[src/rtl/dem_pkg.sv]
package dem_pkg;
    typedef enum logic [1:0] {
        PAIR_IDLE = 2'd0,
        OWE_MINUS = 2'd1,
        OWE_PLUS  = 2'd2
    } pair_state_e;
endpackage

[src/rtl/dem_lfsr.sv]
module dem_lfsr #(
    parameter int          LFSR_W   = 16,
    parameter logic [15:0] TAPS     = 16'hB400,
    parameter logic [15:0] SEED     = 16'hACE1,
    parameter int          NUM_BITS = 7,
    parameter int          TAP_STEP = 2
) (
    input  logic                clk,
    input  logic                rst_n,
    output logic [NUM_BITS-1:0] rnd_bits
);
    logic [LFSR_W-1:0] state_q;
    logic [LFSR_W-1:0] state_d;

    always_comb begin
        state_d = state_q >> 1;
        if (state_q[0]) begin
            state_d = state_d ^ TAPS[LFSR_W-1:0];
        end
    end

    always_ff @(posedge clk or negedge rst_n) begin
        if (!rst_n) begin
            state_q <= SEED[LFSR_W-1:0];
        end else begin
            state_q <= state_d;
        end
    end

    // each consumer gets its own tap position
    for (genvar b = 0; b < NUM_BITS; b++) begin : g_tap
        localparam int TAP_IDX = (b * TAP_STEP) % LFSR_W;
        assign rnd_bits[b] = state_q[TAP_IDX];
    end
endmodule

[src/rtl/dem_split_node.sv]
module dem_split_node
    import dem_pkg::*;
#(
    parameter int CW = 4
) (
    input  logic          clk,
    input  logic          rst_n,
    input  logic [CW-1:0] cnt_in,
    input  logic          rnd,
    output logic [CW-1:0] up_cnt,
    output logic [CW-1:0] lo_cnt
);
    pair_state_e state_q;
    pair_state_e state_d;
    logic        odd;
    logic        give_up;
    logic [CW-1:0] half;

    assign odd  = cnt_in[0];
    assign half = cnt_in >> 1;

    always_ff @(posedge clk or negedge rst_n) begin
        if (!rst_n) begin
            state_q <= PAIR_IDLE;
        end else begin
            state_q <= state_d;
        end
    end

    always_comb begin
        state_d = state_q;
        give_up = 1'b0;
        unique case (state_q)
            PAIR_IDLE: begin
                give_up = ~rnd;
                if (odd) begin
                    state_d = rnd ? OWE_PLUS : OWE_MINUS;
                end
            end
            OWE_MINUS: begin
                give_up = 1'b0;
                if (odd) begin
                    state_d = PAIR_IDLE;
                end
            end
            OWE_PLUS: begin
                give_up = 1'b1;
                if (odd) begin
                    state_d = PAIR_IDLE;
                end
            end
            default: begin
                state_d = PAIR_IDLE;
            end
        endcase
    end

    assign up_cnt = half + {{(CW-1){1'b0}}, odd & give_up};
    assign lo_cnt = half + {{(CW-1){1'b0}}, odd & ~give_up};
endmodule

[src/rtl/dem_tree_enc.sv]
module dem_tree_enc #(
    parameter int          LEVELS   = 3,
    parameter logic [15:0] LFSR_SEED = 16'hACE1,
    parameter int          TAP_STEP = 2
) (
    input  logic                     clk,
    input  logic                     rst_n,
    input  logic [LEVELS:0]          level_code,
    output logic [(1<<LEVELS)-1:0]   cell_drive
);
    localparam int OUT_W  = 1 << LEVELS;
    localparam int CODE_W = LEVELS + 1;
    localparam int NODES  = OUT_W - 1;
    localparam int SLOTS  = 2 * OUT_W - 1;

    logic [CODE_W-1:0] cnt [SLOTS];
    logic [NODES-1:0]  rnd_bits;

    assign cnt[0] = (level_code > CODE_W'(OUT_W)) ? CODE_W'(OUT_W) : level_code;

    dem_lfsr #(
        .LFSR_W  (16),
        .TAPS    (16'hB400),
        .SEED    (LFSR_SEED),
        .NUM_BITS(NODES),
        .TAP_STEP(TAP_STEP)
    ) rng_i (
        .clk     (clk),
        .rst_n   (rst_n),
        .rnd_bits(rnd_bits)
    );

    for (genvar j = 0; j < NODES; j++) begin : g_node
        dem_split_node #(.CW(CODE_W)) node_i (
            .clk   (clk),
            .rst_n (rst_n),
            .cnt_in(cnt[j]),
            .rnd   (rnd_bits[j]),
            .up_cnt(cnt[2*j+1]),
            .lo_cnt(cnt[2*j+2])
        );
    end

    for (genvar m = 0; m < OUT_W; m++) begin : g_leaf
        assign cell_drive[OUT_W-1-m] = (cnt[NODES+m] != '0);
    end
endmodule

[config.mk]
export PLATFORM = sky130hd
export DESIGN_NAME = dem_tree_enc
export DESIGN_NICKNAME = d
export VERILOG_FILES = /design/src/rtl/dem_pkg.sv /design/src/rtl/dem_lfsr.sv /design/src/rtl/dem_split_node.sv /design/src/rtl/dem_tree_enc.sv
export SDC_FILE = /design/constraint.sdc
export NUM_CORES = 1
export LEC_CHECK = 0
export BUFFER_PORTS_ARGS = -buffer_cell sky130_fd_sc_hd__buf_2
export CAP_MARGIN = 30
export CORE_UTILIZATION = 56
export CTS_BUF_LIST = sky130_fd_sc_hd__clkbuf_8
export CTS_CLUSTER_DIAMETER = 30
export CTS_CLUSTER_SIZE = 30
export DETAILED_ROUTE_END_ITERATION = 8
export GPL_TIMING_DRIVEN = 0
export PLACE_DENSITY = 0.8
export SLEW_MARGIN = 20
export SYNTH_ARGS = -nofsm -noshare
export SYNTH_HDL_FRONTEND = slang
export SYNTH_SLANG_ARGS = --single-unit
[constraint.sdc]
create_clock -name clk -period 3.89 [get_ports clk]
set_input_delay 0.9725 -clock clk [delete_from_list [all_inputs] [get_ports clk]]
set_output_delay 0.9725 -clock clk [all_outputs]
set_load 0.1 [all_outputs]
# Word level (Yosys, flattened, before mapping)
# Cells that the tools add are included.
# word_totals
ff_bits	30
output_inout_bits	8
elab_cells	146
# classes
add_sub_neg	14
n_lt_le_gt_ge	1
eq_ne	28
muxes	37
bitwise_logic	29
reduce_logical	29
# op_table
operator	n
$add 3x1->4	14
$mux 2	21
$reduce_bool 4->1	8
$pmux 2 s2	7
$mux 16	1
$ne 2x1->1 const B	8
$and 1x1->1	14
$eq 2x1->1 const B	7
$eq 2x2->1 const B	7
$logic_not 2->1	7
$not 1->1	14
$pmux 1 s2	7
$reduce_and 2->1	7
$reduce_or 2->1	7
$ne 2x2->1 const B	6
$gt 4x4->1 const B	1
$mux 4	1
$not 3->4	1

# Longest topological paths before layout
# Gate-level depths: netlist of run 1.
# logic_depth
depth_word	10
depth_mapped	13

# By module
# A second synthesis of run 1 with hierarchy kept.
# unflattened
hier_cells	199
area_unflattened_um2	2139.6
# by_module_without_submodules
module	n_inst	cells_each	area_each_um2	seq_area_each_um2
dem_split_node	7	23	224.0	50.0
dem_lfsr	1	26	489.2	410.4
dem_tree_enc	1	12	82.6	0.0

# Worst setup path after synthesis of run 1
# Ideal clock, no wire load.
# synth_path
path_kind	in2out
startpoint	input port level_code[3]
endpoint	output port cell_drive[0]
t_arrival_ns	3.321
required_time_ns	2.918
setup_slack_ns	-0.404
cell_stages	9
path_buffers	0
path_cell_list	nand2b_1 nor3_1 ha_1 ha_1 ha_1 inv_1 nor3_1 ha_1 or3_1
# synth_between
elab_chain_len	9
# synth_rtl
element	line	text
from (decl)	dem_tree_enc.sv:8	input logic [LEVELS:0] level_code,
$gt 4x4->1	dem_tree_enc.sv:19	assign cnt[0] = (level_code > CODE_W'(OUT_W)) ? CODE_W'(OUT_W) : level_code;
$mux 4 (*)	dem_tree_enc.sv:19	
$and 1x1->1	dem_split_node.sv:59	assign lo_cnt = half + {{(CW-1){1'b0}}, odd & ~give_up};
$add 3x1->4 (*)	dem_split_node.sv:59	
$and 1x1->1	dem_split_node.sv:59	
$add 3x1->4 (*)	dem_split_node.sv:59	
$and 1x1->1	dem_split_node.sv:59	
$add 3x1->4 (*)	dem_split_node.sv:59	
$reduce_bool 4->1 (*)	dem_tree_enc.sv:45	assign cell_drive[OUT_W-1-m] = (cnt[NODES+m] != '0);
to (decl)	dem_tree_enc.sv:9	output logic [(1<<LEVELS)-1:0] cell_drive
# Mark *: on every way between the ends. The rest lies on a longest branch, timed or not.

# Worst setup path in the final report of run 1
# Same ends and word-level chain as after synthesis.

==> impl_results.md, run 1 <==
- Outcome: finished, violations left
- Violated checks: setup timing
- Comb power frac: 61.1%
- Register Area: 761 um^2
- Leakage power: 1.19 nW
- Seq/Total Area, Yosys: 41.5%
- Data arrival time of the worst path: 3.11 ns
- Worst Hold Slack: 0.358 ns
- Initial DRC count: 99
- CP Max Fanout: 5
- Worst-path cell chain: buf_12 > nand2b_4 > nor3_4 > ha_4 > ha_4 > ha_4 > inv_4 > nor3_4 > ha_1 > or3_4 > buf_12
- Starting Density: 59.5%
- Mapped Nets: 221
- Max-Slew Margin vs Limit: 56.6%
- Synth top area share: 30.1%
- Fin crit share: 105%
- Pre-antenna DRT Iters: 4
- Core Region: 0.00308 mm^2
- Yosys Warn Count: 0
- Critical path's most frequent cell: ha_4
- Clk pwr share: 16.5%
- WL final: 4650 um
- Routed Antenna Nets: 0
- Library cells used by synthesis: 27
- Switching share of power: 46.4%
- Worst skew pair latency: 0.29 ns
- Hpwl dp: 2630 um
- Met2 usage: 55.1%
- Worst clock skew: 0.00708 ns
- RSZ-0062 raised after global routing: true
- Startpoint types: input pin
- Drt via density: 5.66
- Met3 Use GR: 7.86%
- Met1 Use GR: 28.4%
- Area grow syn2layout: 44.7%
- Initial antenna violation count: 0
- # diodes: 0
- Yosys top cell by area: dfrtp_1
- Type of the most critical hold path: flip-flop to flip-flop
- GRT Total Usage: 29.3%
- Fin. Hold Viols: 0
- Root Buffer: clkbuf_8
- MaxCap Viol Count: 0
- Worst Setup End Kind: primary output
- TritonCTS Buffers: 5
- I/O Pins: 14
- Design Area, Final: 0.00265 mm^2
- Max incr delay on CP: 0.38 ns
- TritonCTS clock tree: done
- Net count, final: 258
- Final setup viols: 8
- Vias in the first global route: 1620
- Die Wd: 59.2 um
- CTS max path bufs: 2
- Die Ht: 59.2 um
- Most area-consuming cells after synthesis: dfrtp_1 30%, ha_1 23%, dfstp_2 11%, inv_1 4.1%, o21ai_0 4.1%
- WP data required: 2.92 ns
- Crit Path Category: input pin to primary output
- Power per standard cell area: 611 mW/mm^2
- Most crowded layer after global routing: met2
- Post-Syn Area: 0.00183 mm^2
- Reg clk slew, reported paths: 0.06 ns
- Row count: 20
- # fillers: 138
- Slowest stage cell, crit path: or3_4
- RePlAce Congestion: 0.713
- Global-route wire length before repair: 7130 um
- Worst-Margin Slew: 0.651 ns
- VDD IR max: 387 uV
- DR WL/cell: 17.6 um
- P_int: 0.868 mW
- NetSw: 0.752 mW
- H-tree depth: 2
- Port Buf Inserts: 13
- Vias: 1493
- Number of synthesized register bits: 30
- Share of layout cells above drive strength 1: 42.7%
- Gr ovfl total: 0
- Clock Sinks: 30
- Post-DP Area: 0.00208 mm^2
- Die Area: 0.00350 mm^2
- Min Tclk post-route: 4.09 ns
- Post-Synthesis Cells: 182
- Final WS setup: -0.196 ns
- Footprint of the multi-input gates: 0.00133 mm^2
- Slew Limit Fails: 0
- Largest net degree at the start of global routing: 31
- DRC violations left: 0
- Syn avg cell area: 10.1 um^2
- Flop pwr share: 22.4%
- Fmax: 0.245 GHz
## cell families after synthesis
group	count (synthesis)	synth area share, %
AO/OA/AOI/OAI	26	9.22
XOR/XNOR	7	3.35
adder cells (fa/ha/maj)	33	22.5
buffers and inverters	20	4.10
flip-flops	30	41.5
multiplexers	3	1.71
AND/OR/NAND/NOR	63	17.6
## state kept, by name (all words and copies together), names as in the netlist
name and cells:
g_node.node_i.state_q 14, rng_i.state_q 16
## final cells by class
class	count	area share, %
multi-input cells	132	50.3
flip-flops and latches	30	28.7
repair buffers	30	12.4
clock buffers	6	3.11
inverters	20	3.02
well taps	44	2.08
clock inverters	2	0.472
## synth_stat cells
cell type / instances
dfrtp_1: 22
nand3_1: 3
xnor2_1: 2
nor3_1: 7
o311ai_0: 1
mux2_2: 1
o221ai_1: 1
nor3b_2: 1
o22ai_1: 1
nor2_1: 16
a21boi_0: 1
a32o_1: 5
dfstp_2: 8
nand2b_1: 4
inv_1: 20
ha_1: 33
and2b_2: 1
mux2i_1: 2
a21oi_1: 1
nor2b_1: 7
o21ai_0: 15
or3_1: 7
o211ai_1: 1
and2b_1: 1
nand2_1: 15
nor2b_4: 1
xor2_1: 5
## worst max-delay path: cells and delay by family
| kind | cells | cell delay, ns |
|---|---|---|
| adders and majority gates | 4 | 0.93 |
| and+or+nand+nor | 4 | 0.87 |
| buffers and inverters | 3 | 0.33 |
## per-layer routing
metal  up-vias  wire, um
met4         0       175
met1       733      1760
met5         -         0
met3        20       144
li1        698         -
met2        42      2570
## power by group through the flow
stage               logic, mW  clock network (mW)  registers (mW)
detailed placement      0.715                   0           0.363
CTS                     0.932               0.271           0.359
floorplan               0.606                   0           0.360
global route             1.05               0.282           0.365
global placement        0.674                   0           0.361
finish                  0.990               0.268           0.363
## stage by stage
| step | TNS, ns | power [mW] | instances | setup slack [ns] | utilization, % |
|---|---|---|---|---|---|
| after floorplan | -0.0706 | 0.966 | 182 | -0.0445 | - |
| after global placement | -2.82 | 1.04 | 239 | -0.442 | 67.6 |
| after detailed placement | -3.20 | 1.08 | 239 | -0.523 | 67.6 |
| after CTS | -0.493 | 1.56 | 262 | -0.159 | 84.6 |
| after global routing | -1.54 | 1.70 | 264 | -0.296 | 86.1 |
| final | -0.832 | 1.62 | 264 | -0.196 | 86.1 |
## timing repair
| item | in CTS | in global routing |
|---|---|---|
| setup endpoints to repair | 8 | 8 |
| pin swaps | 23 | 7 |
| resized for setup | 71 | 8 |
| hold buffers | 0 | 0 |
| setup buffers | 15 | 2 |
## worst paths after layout
kind | start | endpoint | slack, ns | depth (start not counted)
hold / removal | rng_i.state_q[9]$_DFF_PN0_ | rng_i.state_q[8]$_DFF_PN0_ | 0.36 | 0
min in group asynchronous | rst_n | g_node[6].node_i.state_q[0]$_DFFE_PN0P_ | 0.70 | 1
max in group asynchronous | rst_n | g_node[4].node_i.state_q[1]$_DFFE_PN0P_ | 2.76 | 1
setup / recovery | level_code[3] | cell_drive[0] | -0.20 | 11
hold reg to reg | rng_i.state_q[9]$_DFF_PN0_ | rng_i.state_q[8]$_DFF_PN0_ | 0.36 | 0
setup reg to reg | g_node[0].node_i.state_q[0]$_DFFE_PN0P_ | g_node[6].node_i.state_q[1]$_DFFE_PN0P_ | 1.44 | 12
## cells in the final DEF (no fill, tap or decap), drive strengths merged, types with 2 or more instances in the layout
cell,n
dfstp,8
and2b,2
nor2b,8
inv,20
ha,33
buf,30
dfrtp,22
nor3,7
nand2,15
a32o,5
or3,7
xor2,5
nand3,3
o21ai,15
nand2b,4
clkbuf,6
mux2i,2
nor2,16
xnor2,2
Note: power is estimated with default switching activity, not from simulation.
==> run 2, diff against run 1 <==
--- a/config.mk
+++ b/config.mk
@@ -7,13 +7,16 @@
 export LEC_CHECK = 0
 export BUFFER_PORTS_ARGS = -buffer_cell sky130_fd_sc_hd__buf_2
 export CAP_MARGIN = 30
-export CORE_UTILIZATION = 56
+export CELL_PAD_IN_SITES_DETAIL_PLACEMENT = 2
+export CELL_PAD_IN_SITES_GLOBAL_PLACEMENT = 2
+export CORE_UTILIZATION = 36
 export CTS_BUF_LIST = sky130_fd_sc_hd__clkbuf_8
 export CTS_CLUSTER_DIAMETER = 30
 export CTS_CLUSTER_SIZE = 30
 export DETAILED_ROUTE_END_ITERATION = 8
 export GPL_TIMING_DRIVEN = 0
-export PLACE_DENSITY = 0.8
+export PLACE_DENSITY = 0.79
+export SKIP_LAST_GASP = 1
 export SLEW_MARGIN = 20
 export SYNTH_ARGS = -nofsm -noshare
 export SYNTH_HDL_FRONTEND = slang
==> impl_results.md, run 2 (same netlist as run 1, synthesis figures left out) <==
- Initial DRC count: 62 (was 99)
- Fin. Hold Viols: 0 (unchanged)
- VDD IR max: 324 uV (was 387 uV)
- Most crowded layer after global routing: met2 (unchanged)
- Initial antenna violation count: 0 (unchanged)
- Crit Path Category: flip-flop to primary output (was input pin to primary output)
- RSZ-0062 raised after global routing: true (unchanged)
- # diodes: 0 (unchanged)
- Power per standard cell area: 668 mW/mm^2 (was 611 mW/mm^2)
- Worst clock skew: 0.00833 ns (was 0.00708 ns)
- WL final: 7650 um (was 4650 um)
- Drt via density: 5.39 (was 5.66)
- Pre-antenna DRT Iters: 4 (unchanged)
- Core Util, Final: 58.4% (was 86.1%)
- Root Buffer: clkbuf_8 (unchanged)
- WP data required: 2.92 ns (about the same)
- Met2 usage: 50.8% (was 55.1%)
- R2r setup slk: 1.15 ns (was 1.44 ns)
- CTS max path bufs: 2 (unchanged)
- P_int: 1.03 mW (was 0.868 mW)
- Share of layout cells above drive strength 1: 47.3% (was 42.7%)
- Final WS setup: -0.303 ns (was -0.196 ns)
- NetSw: 0.853 mW (was 0.752 mW)
- Gr ovfl total: 0 (unchanged)
- DRC violations left: 0 (unchanged)
- Flop pwr share: 19.6% (was 22.4%)
- Die Ht: 73.3 um (was 59.2 um)
- Hold path depth: 0 (unchanged)
- TritonCTS Buffers: 5 (unchanged)
- MaxCap Viol Count: 0 (unchanged)
- Total power draw: 1.88 mW (was 1.62 mW)
- Comb power frac: 58.2% (was 61.1%)
- Max-Slew Margin vs Limit: 53.1% (was 56.6%)
- Most flops, register: rng_i.state_q (unchanged)
- Die Area: 0.00538 mm^2 (was 0.00350 mm^2)
- Area grow syn2layout: 53.6% (was 44.7%)
- Met1 Use GR: 26.4% (was 28.4%)
- RePlAce Congestion: 0.750 (was 0.713)
- Row count: 25 (was 20)
- H-tree depth: 2 (unchanged)
- Switching share of power: 45.4% (was 46.4%)
- Most common cell after layout, fill and taps aside: dfrtp_1
- Largest registers: rng_i.state_q (16), g_node.node_i.state_q (14) (unchanged)
- Worst r2r dst: g_node[4].node_i.state_q[1]$_DFFE_PN0P_ (was g_node[6].node_i.state_q[1]$_DFFE_PN0P_)
- Fin crit share: 108% (was 105%)
- R2R cell count: 13 (was 12)
- Leakage power: 1.25 nW (was 1.19 nW)
- Clock Sinks: 30 (unchanged)
- Worst skew pair latency: 0.31 ns (was 0.29 ns)
- Worst-Margin Slew: 0.704 ns (was 0.651 ns)
- Global-route wire length before repair: 9800 um (was 7130 um)
- Data arrival time of the worst path: 3.22 ns (was 3.11 ns)
- Port Buf Inserts: 13 (unchanged)
- Most frequent cells in the layout: 22 x dfrtp_1, 21 x buf_4, 20 x ha_1 (was 22 x ha_1, 22 x dfrtp_1, 16 x buf_4)
- Clk pwr share: 22.1% (was 16.5%)
- Core Region: 0.00482 mm^2 (was 0.00308 mm^2)
- Startpoint types: flip-flop (was input pin)
- Worst Setup End Kind: primary output (unchanged)
- Outcome: finished, violations left (unchanged)
- Vias: 1579 (was 1493)
- Hpwl dp: 3620 um (was 2630 um)
- End of the critical path: cell_drive[0] (unchanged)
- Routed Antenna Nets: 0 (unchanged)
- CP Max Fanout: 4 (was 5)
- I/O Pins: 14 (unchanged)
- Die Wd: 73.3 um (was 59.2 um)
- TritonCTS clock tree: done (unchanged)
- Slew Limit Fails: 0 (unchanged)
- Starting Density: 38.0% (was 59.5%)
- Violated checks: setup timing (unchanged)
- Start point of the critical path: g_node[0].node_i.state_q[0]$_DFFE_PN0P_ (was level_code[3])
- Final setup viols: 8 (unchanged)
- Reg clk slew, reported paths: 0.07 ns (was 0.06 ns)
- Hold buffer count at CTS: 0 (unchanged)
- GRT Total Usage: 26.5% (was 29.3%)
- Type of the most critical hold path: flip-flop to flip-flop (unchanged)
- Met3 Use GR: 6.86% (was 7.86%)
- Largest register FFs: 16 (unchanged)
- Vias in the first global route: 1821 (was 1620)
- Min Tclk post-route: 4.19 ns (was 4.09 ns)
- Largest net degree at the start of global routing: 31 (unchanged)
- Fmax: 0.238 GHz (was 0.245 GHz)
- DR WL/cell: 26.1 um (was 17.6 um)
- Net count, final: 264 (was 258)
- R2R Path Start: g_node[0].node_i.state_q[0]$_DFFE_PN0P_ (unchanged)
-- run 2: cell count changes in the layout (fill, tap and decap cells not counted), moves of 2 or more --
cell,previous run,this run
nor3_2,0,2
inv_1,15,13
nor2_2,3,7
inv_2,3,5
nor2_1,10,8
bufinv_16,0,2
nor2_4,3,1
ha_4,10,12
buf_4,16,21
ha_1,22,20
-- run 2: how the worst min path moves through the flow --
stage / startpoint / end / slack [ns]
global placement: rng_i.state_q[9]$_DFF_PN0_ / rng_i.state_q[8]$_DFF_PN0_ / 0.34
CTS: rng_i.state_q[7]$_DFF_PN1_ / rng_i.state_q[6]$_DFF_PN1_ / 0.36
detailed placement: rng_i.state_q[1]$_DFF_PN0_ / rng_i.state_q[0]$_DFF_PN1_ / 0.34
finish: rng_i.state_q[9]$_DFF_PN0_ / rng_i.state_q[8]$_DFF_PN0_ / 0.36
global route: rng_i.state_q[7]$_DFF_PN1_ / rng_i.state_q[6]$_DFF_PN1_ / 0.37
floorplan: rng_i.state_q[3]$_DFF_PN0_ / rng_i.state_q[2]$_DFF_PN0_ / 0.33
-- run 2: what timing repair did --
action / in CTS / in global routing
setup buffers: 16 / 7
cloned: 0 / 0
pin swaps: 21 / 9
setup endpoints to repair: 8 / 8
hold endpoints to repair: 0 / 0
gates resized for setup: 67 / 21
-- run 2: per-layer routing --
metal	up-vias	part of all wire [%]	wire length [um]
li1	711	-	-
met1	815	40	3040
met2	35	54	4100
met3	18	2.6	201
met4	0	4.1	312
met5	-	0	0
-- run 2: layout make-up --
type	instances	area [um^2]
fillers	462	2000
multi-input cells	132	1370
flip-flops and latches	30	761
repair buffers	36	377
well taps	67	83.8
clock buffers	6	82.6
inverters	20	80.1
clock inverters	2	60.1
-- run 2: critical path, stage by stage (launching register included) --
cell and delay, ns:
dfrtp_1 0.39, inv_2 0.09, ha_4 0.17, nor2b_4 0.15
nor3b_4 0.23, mux2i_4 0.30, buf_4 0.14, buf_4 0.11
nor2_2 0.05, ha_4 0.28, inv_2 0.05, nor3_2 0.15
ha_1 0.25, or3_4 0.38, buf_12 0.17
-- run 2: power groups by stage --
stage / registers (mW) / clock network (mW) / logic [mW]
2_1_floorplan: 0.360 / 0 / 0.606
3_3_place_gp: 0.362 / 0 / 0.688
3_5_place_dp: 0.367 / 0 / 0.755
4_1_cts: 0.363 / 0.405 / 0.962
5_1_grt: 0.372 / 0.434 / 1.14
6_report: 0.369 / 0.416 / 1.10
-- run 2: per-stage QoR --
stage	std cells	area, um^2	setup TNS, ns	hold WS [ns]	setup WS (ns)
floorplan	182	1960	-0.0706	0.331	-0.0445
global placement	262	2110	-3.29	0.338	-0.511
detailed placement	262	2110	-4.06	0.344	-0.615
CTS	286	2660	-1.24	0.359	-0.276
global route	293	2810	-2.70	0.367	-0.440
finish	293	2810	-1.99	0.358	-0.303
==> run 3, diff against run 2 <==
--- a/config.mk
+++ b/config.mk
@@ -9,13 +9,13 @@
 export CAP_MARGIN = 30
 export CELL_PAD_IN_SITES_DETAIL_PLACEMENT = 2
 export CELL_PAD_IN_SITES_GLOBAL_PLACEMENT = 2
-export CORE_UTILIZATION = 36
+export CORE_UTILIZATION = 43
 export CTS_BUF_LIST = sky130_fd_sc_hd__clkbuf_8
 export CTS_CLUSTER_DIAMETER = 30
 export CTS_CLUSTER_SIZE = 30
 export DETAILED_ROUTE_END_ITERATION = 8
 export GPL_TIMING_DRIVEN = 0
-export PLACE_DENSITY = 0.79
+export PLACE_DENSITY = 0.88
 export SKIP_LAST_GASP = 1
 export SLEW_MARGIN = 20
 export SYNTH_ARGS = -nofsm -noshare
==> constraint.sdc (replaced) <==
create_clock -name clk -period 5.34 [get_ports clk]
set_input_delay 1.335 -clock clk [delete_from_list [all_inputs] [get_ports clk]]
set_output_delay 1.335 -clock clk [all_outputs]
set_load 0.1 [all_outputs]
==> impl_results.md, run 3 (same netlist as run 1, synthesis figures left out) <==
- Total power draw: 1.11 mW (was 1.88 mW)
- Worst Setup End Kind: primary output (unchanged)
- Critical path's most frequent cell: ha_1
- # fillers: 420 (was 462)
- Largest register FFs: 16 (unchanged)
- Starting Density: 45.1% (was 38.0%)
- Port Buf Inserts: 13 (unchanged)
- Largest registers: rng_i.state_q (16), g_node.node_i.state_q (14) (unchanged)
- I/O Pins: 14 (unchanged)
- Fin crit share: 97.8%
- Leakage power: 1.08 nW (was 1.25 nW)
- Final setup viols: 0 (was 8)
- Min Tclk post-route: 5.22 ns
- Vias in the first global route: 1675 (was 1821)
- Reg clk slew, reported paths: 0.06 ns (was 0.07 ns)
- Data arrival time of the worst path: 3.89 ns (was 3.22 ns)
- CTS max path bufs: 2 (unchanged)
- Type of the most critical hold path: flip-flop to flip-flop (unchanged)
- Setup bufs post-CTS: 0 (was 16)
- CP Max Fanout: 6 (was 4)
- Die Ht: 67.3 um (was 73.3 um)
- Hold buffer count at CTS: 0 (unchanged)
- Met1 Use GR: 25.7% (was 26.4%)
- Largest net degree at the start of global routing: 31 (unchanged)
- Initial DRC count: 29 (was 62)
- TritonCTS Buffers: 5 (unchanged)
- Slowest stage cell, crit path: ha_2 (was dfrtp_1)
- Outcome: complete, no violations (was finished, violations left)
- P_int: 0.593 mW (was 1.03 mW)
- Drt via density: 5.71 (was 5.39)
- CP top delay family: adder cells (was simple AND/OR/NAND/NOR gates)
- Slew Limit Fails: 0 (unchanged)
- Die Wd: 67.3 um (was 73.3 um)
- Area grow syn2layout: 18.4% (was 53.6%)
- Pre-antenna DRT Iters: 4 (unchanged)
- Die Area: 0.00452 mm^2 (was 0.00538 mm^2)
- Vias: 1445 (was 1579)
- Placed cell count: 245 (was 262)
- Switching share of power: 46.7% (was 45.4%)
- NetSw: 0.520 mW (was 0.853 mW)
- Row count: 23 (was 25)
- Met3 Use GR: 5.57% (was 6.86%)
- Gr ovfl total: 0 (unchanged)
- TritonCTS clock tree: done (unchanged)
- Core Region: 0.00406 mm^2 (was 0.00482 mm^2)
- Initial antenna violation count: 0 (unchanged)
- DR WL/cell: 21.8 um (was 26.1 um)
- Crit Path Category: input pin to primary output (was flip-flop to primary output)
- Max incr delay on CP: 0.39 ns (about the same)
- Fmax: 0.191 GHz
- Power per standard cell area: 513 mW/mm^2 (was 668 mW/mm^2)
- Most frequent cells in the layout: 29 x ha_1, 22 x dfrtp_1, 20 x inv_1 (was 22 x dfrtp_1, 21 x buf_4, 20 x ha_1)
- WL final: 5510 um (was 7650 um)
- # diodes: 0 (unchanged)
- Worst clock skew: 0.00542 ns (was 0.00833 ns)
- Clock Sinks: 30 (unchanged)
- Startpoint types: input pin (was flip-flop)
- Flop pwr share: 23.7% (was 19.6%)
- Share of layout cells above drive strength 1: 20.7% (was 47.3%)
- PostCTS Resize Cnt: 4 (was 67)
- Global-route wire length before repair: 8560 um (was 9800 um)
- WP buf/inv: 3 (was 5)
- Worst skew pair latency: 0.29 ns (was 0.31 ns)
- MaxCap Viol Count: 0 (unchanged)
- Root Buffer: clkbuf_8 (unchanged)
- Most flops, register: rng_i.state_q (unchanged)
- DRC violations left: 0 (unchanged)
- Worst-path cell chain: buf_2 > nand2b_2 > nor2_1 > ha_1 > ha_1 > ha_2 > inv_1 > nor3_1 > ha_1 > or3_1 > buf_6 (was inv_2 > ha_4 > nor2b_4 > nor3b_4 > mux2i_4 > buf_4 > buf_4 > nor2_2 > ha_4 > inv_2 > nor3_2 > ha_1 > or3_4 > buf_12)
- GRT Total Usage: 27.4% (was 26.5%)
- Max-Slew Margin vs Limit: 53.9% (was 53.1%)
- RePlAce Congestion: 0.794 (was 0.750)
- RSZ-0062 raised after global routing: true (unchanged)
- Cell Count, Final, Fillers Out: 253 (was 293)
- Core Util, Final: 53.5% (was 58.4%)
- Most common cell after layout, fill and taps aside: ha_1 (was dfrtp_1)
- WP data required: 4.01 ns (was 2.92 ns)
- H-tree depth: 2 (unchanged)
- Net count, final: 241 (was 264)
- Most crowded layer after global routing: met2 (unchanged)
- VDD IR max: 266 uV (was 324 uV)
- Fin. Hold Viols: 0 (unchanged)
- Comb power frac: 50.1% (was 58.2%)
- Worst-Margin Slew: 0.692 ns (was 0.704 ns)
- Met2 usage: 55.1% (was 50.8%)
- Clk pwr share: 26.2% (was 22.1%)
- Hpwl dp: 3690 um (was 3620 um)
- Routed Antenna Nets: 0 (unchanged)
[run 3: changes by cell type in the layout (fill, tap and decap cells not counted), moves of 4 or more]
| cell | previous run | this run |
|---|---|---|
| nor3_4 | 4 | 0 |
| or3_4 | 6 | 0 |
| nor3_1 | 1 | 5 |
| nor2_2 | 7 | 0 |
| or3_1 | 1 | 7 |
| buf_4 | 21 | 2 |
| inv_2 | 5 | 0 |
| buf_2 | 3 | 9 |
| ha_4 | 12 | 2 |
| nor2_1 | 8 | 16 |
| buf_12 | 7 | 0 |
| inv_1 | 13 | 20 |
| ha_1 | 20 | 29 |
[run 3: worst paths after layout]
| kind | start | endpoint | slack (ns) | cells after the start |
|---|---|---|---|---|
| hold / removal | rng_i.state_q[9]$_DFF_PN0_ | rng_i.state_q[8]$_DFF_PN0_ | 0.35 | 0 |
| min in group asynchronous | rst_n | g_node[1].node_i.state_q[0]$_DFFE_PN0P_ | 1.08 | 1 |
| setup reg to reg | g_node[0].node_i.state_q[1]$_DFFE_PN0P_ | g_node[4].node_i.state_q[1]$_DFFE_PN0P_ | 2.72 | 10 |
| hold reg to reg | rng_i.state_q[9]$_DFF_PN0_ | rng_i.state_q[8]$_DFF_PN0_ | 0.35 | 0 |
| setup / recovery | level_code[3] | cell_drive[6] | 0.12 | 11 |
| max in group asynchronous | rst_n | g_node[4].node_i.state_q[0]$_DFFE_PN0P_ | 3.80 | 1 |
[run 3: layout make-up]
cell class	instances	area, um^2	area share (%)
Inverter	20	75.1	3.46
Clock buffer	6	82.6	3.81
Clock inverter	2	60.1	2.77
Tap cell	50	62.6	2.88
Timing Repair Buffer	13	82.6	3.81
Sequential cell	30	761	35.1
Multi-Input combinational cell	132	1050	48.2
[run 3: metrics by stage]
stage               hold WS [ns]  instance area [um^2]  setup TNS [ns]  worst slack (ns)
finish                     0.351                  2170               0             0.117
global route               0.367                  2170         -0.0262           -0.0262
CTS                        0.353                  2120               0            0.0184
detailed placement         0.337                  1960         -0.0933           -0.0933
global placement           0.337                  1960               0            0.0578
floorplan                  0.331                  1830               0             0.321
[run 3: power by group through the flow]
stage / Sequential [mW] / Clock, mW / Combinational [mW]
global placement: 0.264 / 0 / 0.460
finish: 0.263 / 0.292 / 0.558
CTS: 0.264 / 0.296 / 0.538
detailed placement: 0.267 / 0 / 0.510
floorplan: 0.262 / 0 / 0.400
global route: 0.266 / 0.304 / 0.598
[run 3: layer usage]
metal	routed length, um	vias up
met2	3160	34
li1	-	657
met1	2000	734
met3	160	20
met4	193	0
met5	0	-
